## src/rtl/dma_sync_pkg.sv

```systemverilog
package dma_sync_pkg;
  // Event status bit positions (software decodes these)
  localparam int EV_OVERRUN = 0;
  localparam int EV_ELEM    = 1;
  localparam int EV_W       = 2;
endpackage

```

## src/rtl/dma_sync_flag.sv

```systemverilog
module dma_sync_flag (
  input  logic clk,
  input  logic rst_n,
  input  logic sync_evt_i,
  input  logic src_rd_done_i,
  input  logic ch_en_i,
  output logic flag_o,
  output logic drop_o
);
  logic flag_q, flag_d, flag_ce;
  logic accept;

  // A request is accepted when nothing is pending or the pending one is
  // being serviced in this very cycle.
  always_comb begin
    accept  = ch_en_i & sync_evt_i & (~flag_q | src_rd_done_i);
    drop_o  = ch_en_i & sync_evt_i & flag_q & ~src_rd_done_i;
    flag_ce = accept | src_rd_done_i;
    flag_d  = accept;
  end

  always_ff @(posedge clk or negedge rst_n) begin
    if (!rst_n)       flag_q <= 1'b0;
    else if (flag_ce) flag_q <= flag_d;
  end

  assign flag_o = flag_q;
endmodule

```

## src/rtl/dma_en_ctrl.sv

```systemverilog
module dma_en_ctrl (
  input  logic clk,
  input  logic rst_n,
  input  logic drop_i,
  input  logic elem_done_i,
  input  logic en_wr_i,
  input  logic en_wdata_i,
  output logic ch_en_o
);
  logic en_q, en_d, pend_q, pend_d, ce;

  always_comb begin
    en_d   = en_q;
    pend_d = pend_q;
    if (en_wr_i) begin
      en_d   = en_wdata_i;
      pend_d = 1'b0;
    end else if (elem_done_i && (pend_q || drop_i)) begin
      en_d   = 1'b0;
      pend_d = 1'b0;
    end else if (drop_i) begin
      pend_d = 1'b1;
    end
    ce = en_wr_i | elem_done_i | drop_i;
  end

  always_ff @(posedge clk or negedge rst_n) begin
    if (!rst_n) begin
      en_q   <= 1'b0;
      pend_q <= 1'b0;
    end else if (ce) begin
      en_q   <= en_d;
      pend_q <= pend_d;
    end
  end

  assign ch_en_o = en_q;
endmodule

```

## src/rtl/dma_evt_status.sv

```systemverilog
module dma_evt_status #(
  parameter int W = 2
) (
  input  logic         clk,
  input  logic         rst_n,
  input  logic [W-1:0] set_i,
  input  logic [W-1:0] ie_i,
  input  logic         rd_i,
  output logic [W-1:0] stat_o
);
  for (genvar b = 0; b < W; b++) begin : g_bit
    logic q, d, ce, hit;
    always_comb begin
      hit = set_i[b] & ie_i[b];
      ce  = hit | rd_i;
      d   = hit;          // set beats the clearing read
    end
    always_ff @(posedge clk or negedge rst_n) begin
      if (!rst_n)  q <= 1'b0;
      else if (ce) q <= d;
    end
    assign stat_o[b] = q;
  end
endmodule

```

## src/rtl/dma_sync_tracker.sv

```systemverilog
module dma_sync_tracker
  import dma_sync_pkg::*;
(
  input  logic            clk,
  input  logic            rst_n,
  input  logic            sync_evt_i,
  input  logic            src_rd_done_i,
  input  logic            elem_done_i,
  input  logic            en_wr_i,
  input  logic            en_wdata_i,
  input  logic [EV_W-1:0] ie_i,
  input  logic            stat_rd_i,
  output logic            ch_en_o,
  output logic            sync_flag_o,
  output logic [EV_W-1:0] stat_o,
  output logic            irq_o
);
  logic            drop;
  logic [EV_W-1:0] ev_set;

  dma_sync_flag u_flag (
    .clk, .rst_n, .sync_evt_i, .src_rd_done_i,
    .ch_en_i(ch_en_o), .flag_o(sync_flag_o), .drop_o(drop)
  );

  dma_en_ctrl u_en (
    .clk, .rst_n, .drop_i(drop), .elem_done_i,
    .en_wr_i, .en_wdata_i, .ch_en_o
  );

  always_comb begin
    ev_set             = '0;
    ev_set[EV_OVERRUN] = drop;
    ev_set[EV_ELEM]    = elem_done_i;
  end

  dma_evt_status #(.W(EV_W)) u_stat (
    .clk, .rst_n, .set_i(ev_set), .ie_i, .rd_i(stat_rd_i), .stat_o
  );

  assign irq_o = |(stat_o & ie_i);
endmodule

```

## config.mk

```make
export PLATFORM = sky130hd
export DESIGN_NAME = dma_sync_tracker
export DESIGN_NICKNAME = d
export VERILOG_FILES = /design/src/rtl/dma_sync_pkg.sv /design/src/rtl/dma_sync_flag.sv /design/src/rtl/dma_en_ctrl.sv /design/src/rtl/dma_evt_status.sv /design/src/rtl/dma_sync_tracker.sv
export SDC_FILE = /design/constraint.sdc
export NUM_CORES = 1
export LEC_CHECK = 0
export BUFFER_PORTS_ARGS = -buffer_cell sky130_fd_sc_hd__buf_4
export CAP_MARGIN = 0
export CORE_AREA = 5 5 42 44
export CTS_BUF_LIST = sky130_fd_sc_hd__clkbuf_4 sky130_fd_sc_hd__clkbuf_8
export DETAILED_ROUTE_END_ITERATION = 10
export DIE_AREA = 0 0 47 49
export PLACE_DENSITY = 0.45
export SETUP_SLACK_MARGIN = 0.3
export SLEW_MARGIN = 40
export SYNTH_ARGS = -nofsm -noshare
export SYNTH_HDL_FRONTEND = slang
export SYNTH_SLANG_ARGS = --single-unit
```

## constraint.sdc

```tcl
create_clock -name clk -period 1.5 [get_ports clk]
set_clock_uncertainty 0.05 [all_clocks]
set_input_delay 0.15 -clock clk [delete_from_list [all_inputs] [get_ports clk]]
set_output_delay 0.15 -clock clk [all_outputs]
set_load 0.02 [all_outputs]
```

== Yosys cells after proc, flatten, opt, wreduce, memory -nomap -nowiden ==
Index checks and enable logic that the tools add are counted.

* Reductions and logical operators: 7
* Bitwise logic cells: 15
* Muxes and demuxes: 5

{| class="wikitable"
|+ Operator list
! cell !! number
|-
| AND 1 bit || 6
|-
| OR 1 bit || 6
|-
| 2-to-1 mux 1 bit || 5
|-
| AND reduction 2 bit || 2
|-
| nonzero test 3 bit || 1
|-
| AND 2 bit || 1
|-
| NOT 1 bit || 2
|-
| nonzero test 2 bit || 1
|-
| OR reduction 2 bit || 1
|-
| logical AND 1 bit || 1
|-
| logical OR 1 bit || 1
|}

* Word-level logic and storage cells: 32
* Output and inout bits: 5
* Register bits after elaboration: 5

== Logic depth before layout (Yosys ltp) ==
Gate-level depths: netlist of the first run.

* Depth in word-level cells: 7
* Depth in mapped cells: 3
* Depth with buffers taken out: 3

== Cells and area by module ==
Synthesis of the first run repeated with hierarchy kept, for this count alone.

* Cell total of the unflattened synthesis: 23
* Area total of the unflattened synthesis: 234.0 um^2

{| class="wikitable"
|+ By module, submodules not included
! module !! cells an instance !! area each (um^2) !! times used !! sequential area each (um^2)
|-
| dma_evt_status || 10 || 93.8 || 1 || 50.0
|-
| dma_en_ctrl || 7 || 78.8 || 1 || 50.0
|-
| dma_sync_flag || 5 || 52.6 || 1 || 25.0
|-
| dma_sync_tracker || 1 || 8.8 || 1 || 0.0
|}

== Worst setup path after synthesis of the first run ==
No wires, ideal clock.

* Path kind: reg-to-reg
* Start point: register u_en.en_q (netlist: u_en.ch_en_o)
* End point: register u_en.en_q (netlist: u_en.ch_en_o)
* Setup slack: 401 ps
* Clock period less this slack: 1099 ps
* Cell stages (with the launch flop): 4
* Data arrival time: 928 ps
* Required time: 1329 ps
* Setup time: 121 ps
* Path through: dfrtp_1 > and4b_1 > o21ai_1 > a22o_1

* Cells in the longest elaborated chain, start to end: 7

{| class="wikitable"
|+ RTL lines
! item !! line !! RTL
|-
| from (decl) || dma_en_ctrl.sv:10 || <nowiki>logic en_q, en_d, pend_q, pend_d, ce;</nowiki>
|-
| from (signal assigned) || dma_en_ctrl.sv:32 || <nowiki>en_q <= en_d;</nowiki>
|-
| AND 1 bit (*) (3 in series) || dma_sync_flag.sv:17 || <nowiki>drop_o = ch_en_i & sync_evt_i & flag_q & ~src_rd_done_i;</nowiki>
|-
| logical OR 1 bit || dma_en_ctrl.sv:18 || <nowiki>end else if (elem_done_i && (pend_q || drop_i)) begin</nowiki>
|-
| logical AND 1 bit || dma_en_ctrl.sv:18 ||
|-
| nonzero test 2 bit (no source line) || -- ||
|-
| AND reduction 2 bit (no source line) (*) || -- ||
|}

Every way passes the cells marked *; elsewhere a longest branch is shown, timed or not.
A chain may end at the register's enable or synchronous reset.

== Final worst setup path of the first run ==
* Start point: register u_stat.g_bit[1].q
* End point: output port irq_o

* Cells in the longest elaborated chain, start to end: 2

{| class="wikitable"
|+ RTL lines
! item !! line !! RTL
|-
| from (decl) || dma_evt_status.sv:12 || <nowiki>logic q, d, ce, hit;</nowiki>
|-
| from (signal assigned) || dma_evt_status.sv:19 || <nowiki>if (!rst_n) q <= 1'b0;</nowiki>
|-
| from (signal assigned) || dma_evt_status.sv:20 || <nowiki>else if (ce) q <= d;</nowiki>
|-
| AND 2 bit || dma_sync_tracker.sv:41 || <nowiki>assign irq_o = |(stat_o & ie_i);</nowiki>
|-
| OR reduction 2 bit || dma_sync_tracker.sv:41 ||
|-
| to (decl) || dma_sync_tracker.sv:16 || <nowiki>output logic irq_o</nowiki>
|}

No other way between the ends.

==> results.tsv, run 1 <==
metric	value	unit
fin_ws	0.3259	ns
syn-num-nets	33	
yosysMostFrequentCell	dfrtp_1	
leakagePower	0.2031	nW
final_hold_viol_count	0	
period_share	78.27	%
initial_core_util	16.07	%
slew_violations	0	
critPathRequiredTime	1.30	ns
portBuffers	14	
path_class	flop to output pin	
clk_pin_slew_worst_paths	0.04	ns
synth_top_area_share	55.56	%
slowest_delay	0.39	ns
yosys_register_bits	5	
seq_area_frac_synth	55.56	%
grt_pass1_vias	240	
grt_overflow	0	
drt-wirelength-per-cell	10.60	um
setup_violations	0	
grt_pass1_wl	993	um
worst_pin_slew	0.1475	ns
arrival	0.97	ns
clock_path_buffers	2	
synth.distinct_cells	11	
dp_cells	51	
cts_tree	built	
hold_path_class	primary input to flop	
fin_util	28.13	%
die_area	2303	sq um
area_growth	75.00	%
worst_setup_path_end_kind	output pin	
fmax	0.8517	GHz
routed_via_density	3.897	
path_max_fanout	3	
grtUsageMet3	8.118	%
wl	615	um
slew_headroom	90.09	%
layout-drive-gt1-share	47.62	%
ctsRootBufferMaster	clkbuf_4	
post_synth.cell_area_avg	9.792	sq um
setup.worst_path.start_class	flop	
dp_slack	0.4712	ns
vdd_ir_drop_max	0.5190	mV
met2_usage	7.692	%
io_pins	15	
period_needed	1.174	ns
final_cells	58	
synth-edff-count	0	
antenna_left	0	
finalWeightedCongestion	0.7569	
core-area	1401	sq um
yosysTopAreaCell	dfrtp_1	
synth_flop_cell	dfrtp_1	
rsz0062_at_grt	yes	
max_cap_violations	0	
crit_chain	a22o_1, buf_6	
status	finished clean	
cts.htree.levels	1	
yosys-top-cells-count	5 x dfrtp_1, 3 x inv_1, 3 x nand2_1, 3 x o21ai_1	
die_x	47	um
synthesis.area	225.2	sq um
first_iter_violations	10	
die_h	49	um
synth_area_leaders	dfrtp_1 56%, a22o_1 7.8%, o21ai_1 6.7%, buf_4 6.7%, inv_1 5.0%	
power_density	1040	nW/um^2
grtUsageMet1	7.317	%
clock_sink_count	5	
cts-buffers-inserted	3	
grt_max_degree	6	
antenna-diode-count	0	
rows	14	
cpMaxStageDelayCell	dfrtp_1	
busiest_layer	met3	
synthArstFlopShare	100.0	%
antenna_found_initial	0	
drc	0	
syn-instance-count	23	
setup_tns	0	ns
track_usage	6.497	%
vias	226	
fin_nets	53	
insertion_delay	0.25	ns
synth_warnings	0	
drt-pass1-iter-count	4	
cell type report:
| cell class | count | area [sq um] |
|---|---|---|
| timing repair buffer | 17 | 133.9 |
| inverter | 3 | 11.26 |
| fill | 163 | 1007 |
| sequential | 5 | 125.1 |
| multi-input combinational | 13 | 73.82 |
| clock buffer | 4 | 30.03 |
| tap | 16 | 20.02 |
through the flow:
step | power [W] | hold WS, ns | cell area, sq um
3_3_place_gp | 0.0002256 | -0.09148 | 335.3
4_1_cts | 0.0004108 | 0.01982 | 382.9
3_5_place_dp | 0.0002247 | -0.09167 | 335.3
2_1_floorplan | 0.0001846 | -0.1956 | 225.2
5_1_grt | 0.0004388 | 0.01352 | 394.1
6_report | 0.0004098 | 0.02110 | 394.1
path summary, 6_finish.rpt:
path	slack, ns	cells past startpoint	to	start
min in group asynchronous	0.19	2	u_stat.g_bit[1].q$_DFFE_PN0P_	rst_n
min reg2reg	0.48	2	u_flag.flag_o$_DFFE_PN0P_	u_flag.flag_o$_DFFE_PN0P_
max	0.33	2	irq_o	u_stat.g_bit[1].q$_DFFE_PN0P_
min	0.02	2	u_stat.g_bit[0].q$_DFFE_PN0P_	stat_rd_i
max in group asynchronous	1.10	2	u_en.pend_q$_DFFE_PN0P_	rst_n
max reg2reg	0.45	3	u_en.ch_en_o$_DFFE_PN0P_	u_en.ch_en_o$_DFFE_PN0P_
flip-flops by register name, indices dropped and copies added, names as in the netlist:
signal and count:
u_flag.flag_o 1, u_stat.g_bit.q 2, u_en.ch_en_o 1, u_en.pend_q 1
cell usage in the layout, fill, tap and decap left out:
cell type / n
nor3_1: 1
and4b_1: 1
nor2b_1: 1
dlygate4sd3_1: 1
nor2_1: 1
a22o_1: 2
o21ai_1: 3
nand2_1: 3
dfrtp_1: 5
buf_4: 15
clkbuf_4: 4
inv_1: 3
o21ai_0: 1
buf_6: 1
critical path: cells and delay by family, from the launching register on:
kind	cells	cell delay, ns
flops	1	0.39
buf+inv	1	0.13
compound gates	1	0.21
routing by layer:
metal,routed length [um],vias to the layer above
met4,0,0
met3,158,0
met1,239,92
met2,217,20
met5,0,-
li1,-,114
logic make-up after synthesis:
family,synth area share [%]
DFF,55.56
and+or+nand+nor,16.11
AOI/OAI and AO/OA,16.66
buffers and inverters,11.66
power breakdown:
group          internal [W]  total [W]  switching, W
Combinational     0.0000437  0.0000786     0.0000349
Sequential         0.000145   0.000152    0.00000745
Clock              0.000119   0.000179     0.0000603
Total              0.000307   0.000410      0.000103
timing repair:
item / CTS / global route
hold buffers: 1 / 0
pin swaps: 0 / 1
endpoints found under the setup margin: 1 / 1
hold endpoints to repair: 5 / 0
setup buffers: 1 / 1
resized for setup: 0 / 1
No activity file was read; power rests on OpenSTA's default activity.
==> inputs of run 2 (changes only) <==
==> constraint.sdc (replaced) <==
create_clock -name clk -period 1.1 [get_ports clk]
set_clock_uncertainty 0.05 [all_clocks]
set_input_delay 0.11 -clock clk [delete_from_list [all_inputs] [get_ports clk]]
set_output_delay 0.11 -clock clk [all_outputs]
set_load 0.02 [all_outputs]
==> results.tsv, run 2 (same netlist as run 1, synthesis figures left out) <==
metric	value	unit	change
die_x	47	um	unchanged
slew_violations	0		unchanged
period_needed	1.148	ns	
first_iter_violations	4		was 10
max_cap_violations	0		unchanged
routed_via_density	3.983		was 3.897
rsz0062_at_grt	yes		unchanged
path_delay_family	flip-flops		unchanged
final_common_cell	buf_4		unchanged
crit_cells	2		unchanged
fin_nets	55		was 53
finalWeightedCongestion	0.7075		was 0.7569
fin_ws	-0.04791	ns	was 0.3259 ns
arrival	0.99	ns	was 0.97 ns
clock_path_buffers	2		unchanged
vias	239		was 226
clk_pin_slew_worst_paths	0.04	ns	about the same
grt_pass1_wl	1.028	mm	was 993 um
cpMaxStageDelayCell	dfrtp_1		unchanged
grt_pass1_vias	259		was 240
slowest_delay	0.38	ns	was 0.39 ns
worst_setup_path_end_kind	output pin		unchanged
fmax	0.8711	GHz	
crit_chain	a22o_4, buf_6		was a22o_1, buf_6
cts.htree.levels	1		unchanged
clock_sink_count	5		unchanged
ctsRootBufferMaster	clkbuf_4		unchanged
crit_end	irq_o		unchanged
rows	14		unchanged
min_path_cells	2		unchanged
leakagePower	0.2192	nW	was 0.2031 nW
path_class	flop to output pin		unchanged
cts-buffers-inserted	3		unchanged
area_growth	100.6	%	was 75.00%
antenna_left	0		unchanged
wl	602	um	was 615 um
die_h	49	um	unchanged
path_max_fanout	2		was 3
layout-drive-gt1-share	61.36	%	was 47.62%
fin_hold_ws	-0.007974	ns	was 0.02110 ns
violations	hold timing, setup timing		
track_usage	6.572	%	was 6.497%
reg2regPathDepth	3		unchanged
vdd_ir_drop_max	0.3888	mV	was 0.5190 mV
drt-wirelength-per-cell	10.03	um	was 10.60 um
antenna_found_initial	0		unchanged
power_density	1270	nW/um^2	was 1040 nW/um^2
crit-reg2reg-capture	u_en.ch_en_o$_DFFE_PN0P_		unchanged
status	complete, but fails checks		was finished clean
regMostFlops	u_stat.g_bit.q		unchanged
die_area	2303	sq um	unchanged
grt_max_degree	6		unchanged
setup.worst_path.start_class	flop		unchanged
setup.worst_path.start	u_stat.g_bit[0].q$_DFFE_PN0P_		was u_stat.g_bit[1].q$_DFFE_PN0P_
fill_cells	163		unchanged
reg2reg_slack	0.06	ns	was 0.45 ns
largest_reg_flops	2		unchanged
portBuffers	14		unchanged
final_hold_viol_count	1		was 0
drt-pass1-iter-count	2		was 4
initial_core_util	16.07	%	unchanged
power.total	0.0005737	W	was 0.0004098 W
hold_path_class	primary input to flop		unchanged
slew_headroom	90.76	%	was 90.09%
drc	0		unchanged
cts_tree	built		unchanged
final_cell_mix	10 x buf_4, 6 x buf_6, 4 x clkbuf_4		was 15 x buf_4, 5 x dfrtp_1, 4 x clkbuf_4
critPathBufInv	1		unchanged
grt_overflow	0		unchanged
worst_pin_slew	0.1376	ns	was 0.1475 ns
insertion_delay	0.24	ns	was 0.25 ns
core-area	1401	sq um	unchanged
setup_violations	1		was 0
r2r_start	u_en.ch_en_o$_DFFE_PN0P_		unchanged
cts-hold-fix-buffers	3		was 1
critPathRequiredTime	0.94	ns	was 1.30 ns
io_pins	15		unchanged
antenna-diode-count	0		unchanged
period_share	104.4	%	
-- run 2: worst reg2reg max path, delay by kind of cell (launching register included) --
kind / cells / cell delay, ns
AO/OA/AOI/OAI: 2 / 0.23
flip-flops: 1 / 0.38
AND/OR/NAND/NOR: 1 / 0.27
-- run 2: final cells by class --
class / count / area, sq um / share of cell area, %
clock buffer: 4 / 30.03 / 6.648
timing repair buffer: 19 / 172.7 / 38.23
sequential: 5 / 127.6 / 28.25
multi-input combinational: 13 / 90.09 / 19.94
inverter: 3 / 11.26 / 2.493
tap: 16 / 20.02 / 4.432
-- run 2: stage by stage --
stage	worst slack [ns]	instance area, sq um	instances	utilization, %	setup TNS [ns]
floorplan	0.05811	236.5	23	-	0
global placement	0.1029	346.6	51	24.73	0
detailed placement	0.07212	346.6	51	24.73	0
CTS	-0.06372	429.2	59	30.63	-0.06372
global route	-0.08996	451.7	60	32.23	-0.08996
finish	-0.04791	451.7	60	32.23	-0.04791
-- run 2: routing by layer --
metal	GRT usage, %	wire length [um]	vias to the layer above	share of wire [%]
li1	-	-	117	-
met1	8.444	291	105	48
met2	7.014	212	15	35
met3	4.428	94	2	16
met4	5.530	4	0	0.66
met5	0	0	-	0
-- run 2: what timing repair did --
action | in CTS | in global routing
setup buffers | 1 | 1
pin swaps | 2 | 1
gates resized for setup | 4 | 7
hold endpoints to repair | 8 | 1
setup endpoints to repair | 8 | 8
-- run 2: worst min-delay path by stage --
stage | endpoint | startpoint
after floorplan | u_en.ch_en_o$_DFFE_PN0P_ | rst_n
after global placement | u_en.pend_q$_DFFE_PN0P_ | rst_n
after detailed placement | u_en.pend_q$_DFFE_PN0P_ | rst_n
after CTS | u_en.pend_q$_DFFE_PN0P_ | en_wr_i
after global routing | u_en.pend_q$_DFFE_PN0P_ | en_wr_i
final | u_en.pend_q$_DFFE_PN0P_ | en_wr_i
-- run 2: power by group --
group / switching (W) / internal, W / leakage, nW
Combinational: 0.0000522 / 0.0000778 / 0.138
Clock: 0.0000716 / 0.000162 / 0.0184
Sequential: 0.0000119 / 0.000199 / 0.0623
Total: 0.000136 / 0.000438 / 0.219
==> inputs of run 3 (changes only) <==
--- a/config.mk
+++ b/config.mk
@@ -7,11 +7,10 @@
 export LEC_CHECK = 0
 export BUFFER_PORTS_ARGS = -buffer_cell sky130_fd_sc_hd__buf_4
 export CAP_MARGIN = 0
-export CORE_AREA = 5 5 42 44
+export CORE_AREA = 2 2 39 41
 export CTS_BUF_LIST = sky130_fd_sc_hd__clkbuf_4 sky130_fd_sc_hd__clkbuf_8
 export DETAILED_ROUTE_END_ITERATION = 10
-export DIE_AREA = 0 0 47 49
-export PLACE_DENSITY = 0.45
+export DIE_AREA = 0 0 41 43
 export SETUP_SLACK_MARGIN = 0.3
 export SLEW_MARGIN = 40
 export SYNTH_ARGS = -nofsm -noshare
==> results.tsv, run 3 (same netlist as run 1, synthesis figures left out) <==
metric	value	unit	change
die_h	43	um	was 49 um
wl	658	um	was 602 um
clock_sink_count	5		unchanged
grt_pass1_vias	233		was 259
final_cell_mix	12 x buf_4, 4 x o21ai_1, 4 x clkbuf_4, 4 x buf_6		was 10 x buf_4, 6 x buf_6, 4 x clkbuf_4
rsz0062_at_grt	yes		unchanged
grt_max_degree	6		unchanged
track_usage	9.082	%	was 6.572%
die_x	41	um	was 47 um
die_area	1763	sq um	was 2303 sq um
path_class	flop to output pin		unchanged
cts_tree	built		unchanged
power_density	1289	nW/um^2	was 1270 nW/um^2
antenna_found_initial	0		unchanged
placed_area	346.6	sq um	unchanged
hold_path_class	primary input to flop		unchanged
dp_hpwl	470.8	um	
worst_pin_slew	0.1319	ns	was 0.1376 ns
leakagePower	0.2303	nW	was 0.2192 nW
wl_met2	319	um	was 212 um
clock_path_buffers	2		unchanged
dp_slack	0.07312	ns	was 0.07212 ns
drt-wirelength-per-cell	10.79	um	was 10.03 um
status	complete, but fails checks		unchanged
path_max_fanout	2		unchanged
max_cap_violations	0		unchanged
violations	hold timing, setup timing		unchanged
critPathRequiredTime	0.94	ns	about the same
slew_headroom	91.14	%	was 90.76%
fmax	0.8556	GHz	was 0.8711 GHz
cts.htree.levels	1		unchanged
first_iter_violations	1		was 4
drc	0		unchanged
fin_nets	56		was 55
largest_reg_flops	2		unchanged
slew_violations	0		unchanged
fin_area	452.9	sq um	was 451.7 sq um
vdd_ir_drop_max	0.4022	mV	was 0.3888 mV
portBuffers	14		unchanged
vias	243		was 239
core-area	1384	sq um	was 1401 sq um
clk_pin_slew_worst_paths	0.05	ns	was 0.04 ns
worst_setup_path_end_kind	output pin		unchanged
antenna-diode-count	0		unchanged
fin_ws	-0.06880	ns	was -0.04791 ns
final_hold_viol_count	1		unchanged
dp_cells	51		unchanged
routed_via_density	3.984		was 3.983
layout-drive-gt1-share	55.56	%	was 61.36%
area_growth	101.1	%	was 100.6%
setup_violations	1		unchanged
final_cells	61		was 60
grt_pass1_wl	972	um	was 1.028 mm
rows	14		unchanged
io_pins	15		unchanged
period_share	106.3	%	was 104.4%
period_needed	1.169	ns	was 1.148 ns
ctsRootBufferMaster	clkbuf_4		unchanged
setup.worst_path.start_class	flop		unchanged
antenna_left	0		unchanged
finalWeightedCongestion	0.7638		was 0.7075
arrival	1.01	ns	was 0.99 ns
setup_tns	-0.06880	ns	was -0.04791 ns
regMostFlops	u_stat.g_bit.q		unchanged
initial_core_util	16.27	%	was 16.07%
fin_hold_ws	-0.01543	ns	was -0.007974 ns
wl_met1	284	um	was 291 um
highest_layer	met3		was met4
grt_overflow	0		unchanged
wl_met3	53	um	was 94 um
drt-pass1-iter-count	2		unchanged
insertion_delay	0.24	ns	about the same
cts-buffers-inserted	3		unchanged
final_common_cell	buf_4		unchanged
[run 3: cell types whose count changed in the layout (fill, tap and decap cells not counted)]
cell,previous run,this run
buf_4,10,12
buf_6,6,4
dlymetal6s4s_1,0,1
inv_1,2,3
inv_2,1,0
o21ai_1,3,4
o21ai_2,1,0
[run 3: final timing paths]
kind	from	end	slack, ns	cells after the start
setup / recovery	u_stat.g_bit[0].q$_DFFE_PN0P_	irq_o	-0.07	2
hold / removal	en_wr_i	u_en.pend_q$_DFFE_PN0P_	-0.02	2
setup reg to reg	u_en.ch_en_o$_DFFE_PN0P_	u_en.ch_en_o$_DFFE_PN0P_	0.05	3
hold reg to reg	u_en.ch_en_o$_DFFE_PN0P_	u_flag.flag_o$_DFFE_PN0P_	0.49	2
max in group asynchronous	rst_n	u_en.ch_en_o$_DFFE_PN0P_	0.72	2
min in group asynchronous	rst_n	u_stat.g_bit[1].q$_DFFE_PN0P_	0.16	2
[run 3: what timing repair did]
item | 4_1_cts | 5_1_grt
endpoints found under the setup margin | 8 | 10
pin swaps | 2 | 1
hold buffers | 3 | 1
gates resized for setup | 4 | 4
buffers inserted | 2 | 0
endpoints found under the hold margin | 8 | 2
[run 3: where the power goes]
part	internal [W]	switching [W]	total, W
clock network	0.000162	0.0000837	0.000246
logic	0.0000763	0.0000508	0.000127
registers	0.000198	0.0000122	0.000211
total	0.000437	0.000147	0.000584
[run 3: cell type report]
type	instances	area, sq um
inverters	3	11.26
multi-input cells	13	86.33
well taps	16	20.02
clock buffers	4	30.03
repair buffers	20	177.7
flip-flops and latches	5	127.6
fillers	156	930.9
[run 3: worst max-delay path: stages, from the launching register on]
cell	delay [ns]
dfrtp_1	0.39
a22o_4	0.25
buf_6	0.12
[run 3: stage by stage]
step	power, W	utilization, %
after floorplan	0.0002571	-
after global placement	0.0003106	25.05
after detailed placement	0.0003125	25.05
after CTS	0.0005910	31.56
after global routing	0.0006186	32.73
final	0.0005836	32.73
[run 3: routing by layer]
metal | GRT usage, % | vias to the layer above
met1 | 9.804 | 112
met5 | 0 | -
met4 | 6.000 | 0
met2 | 11.88 | 10
li1 | - | 121
met3 | 6.806 | 0
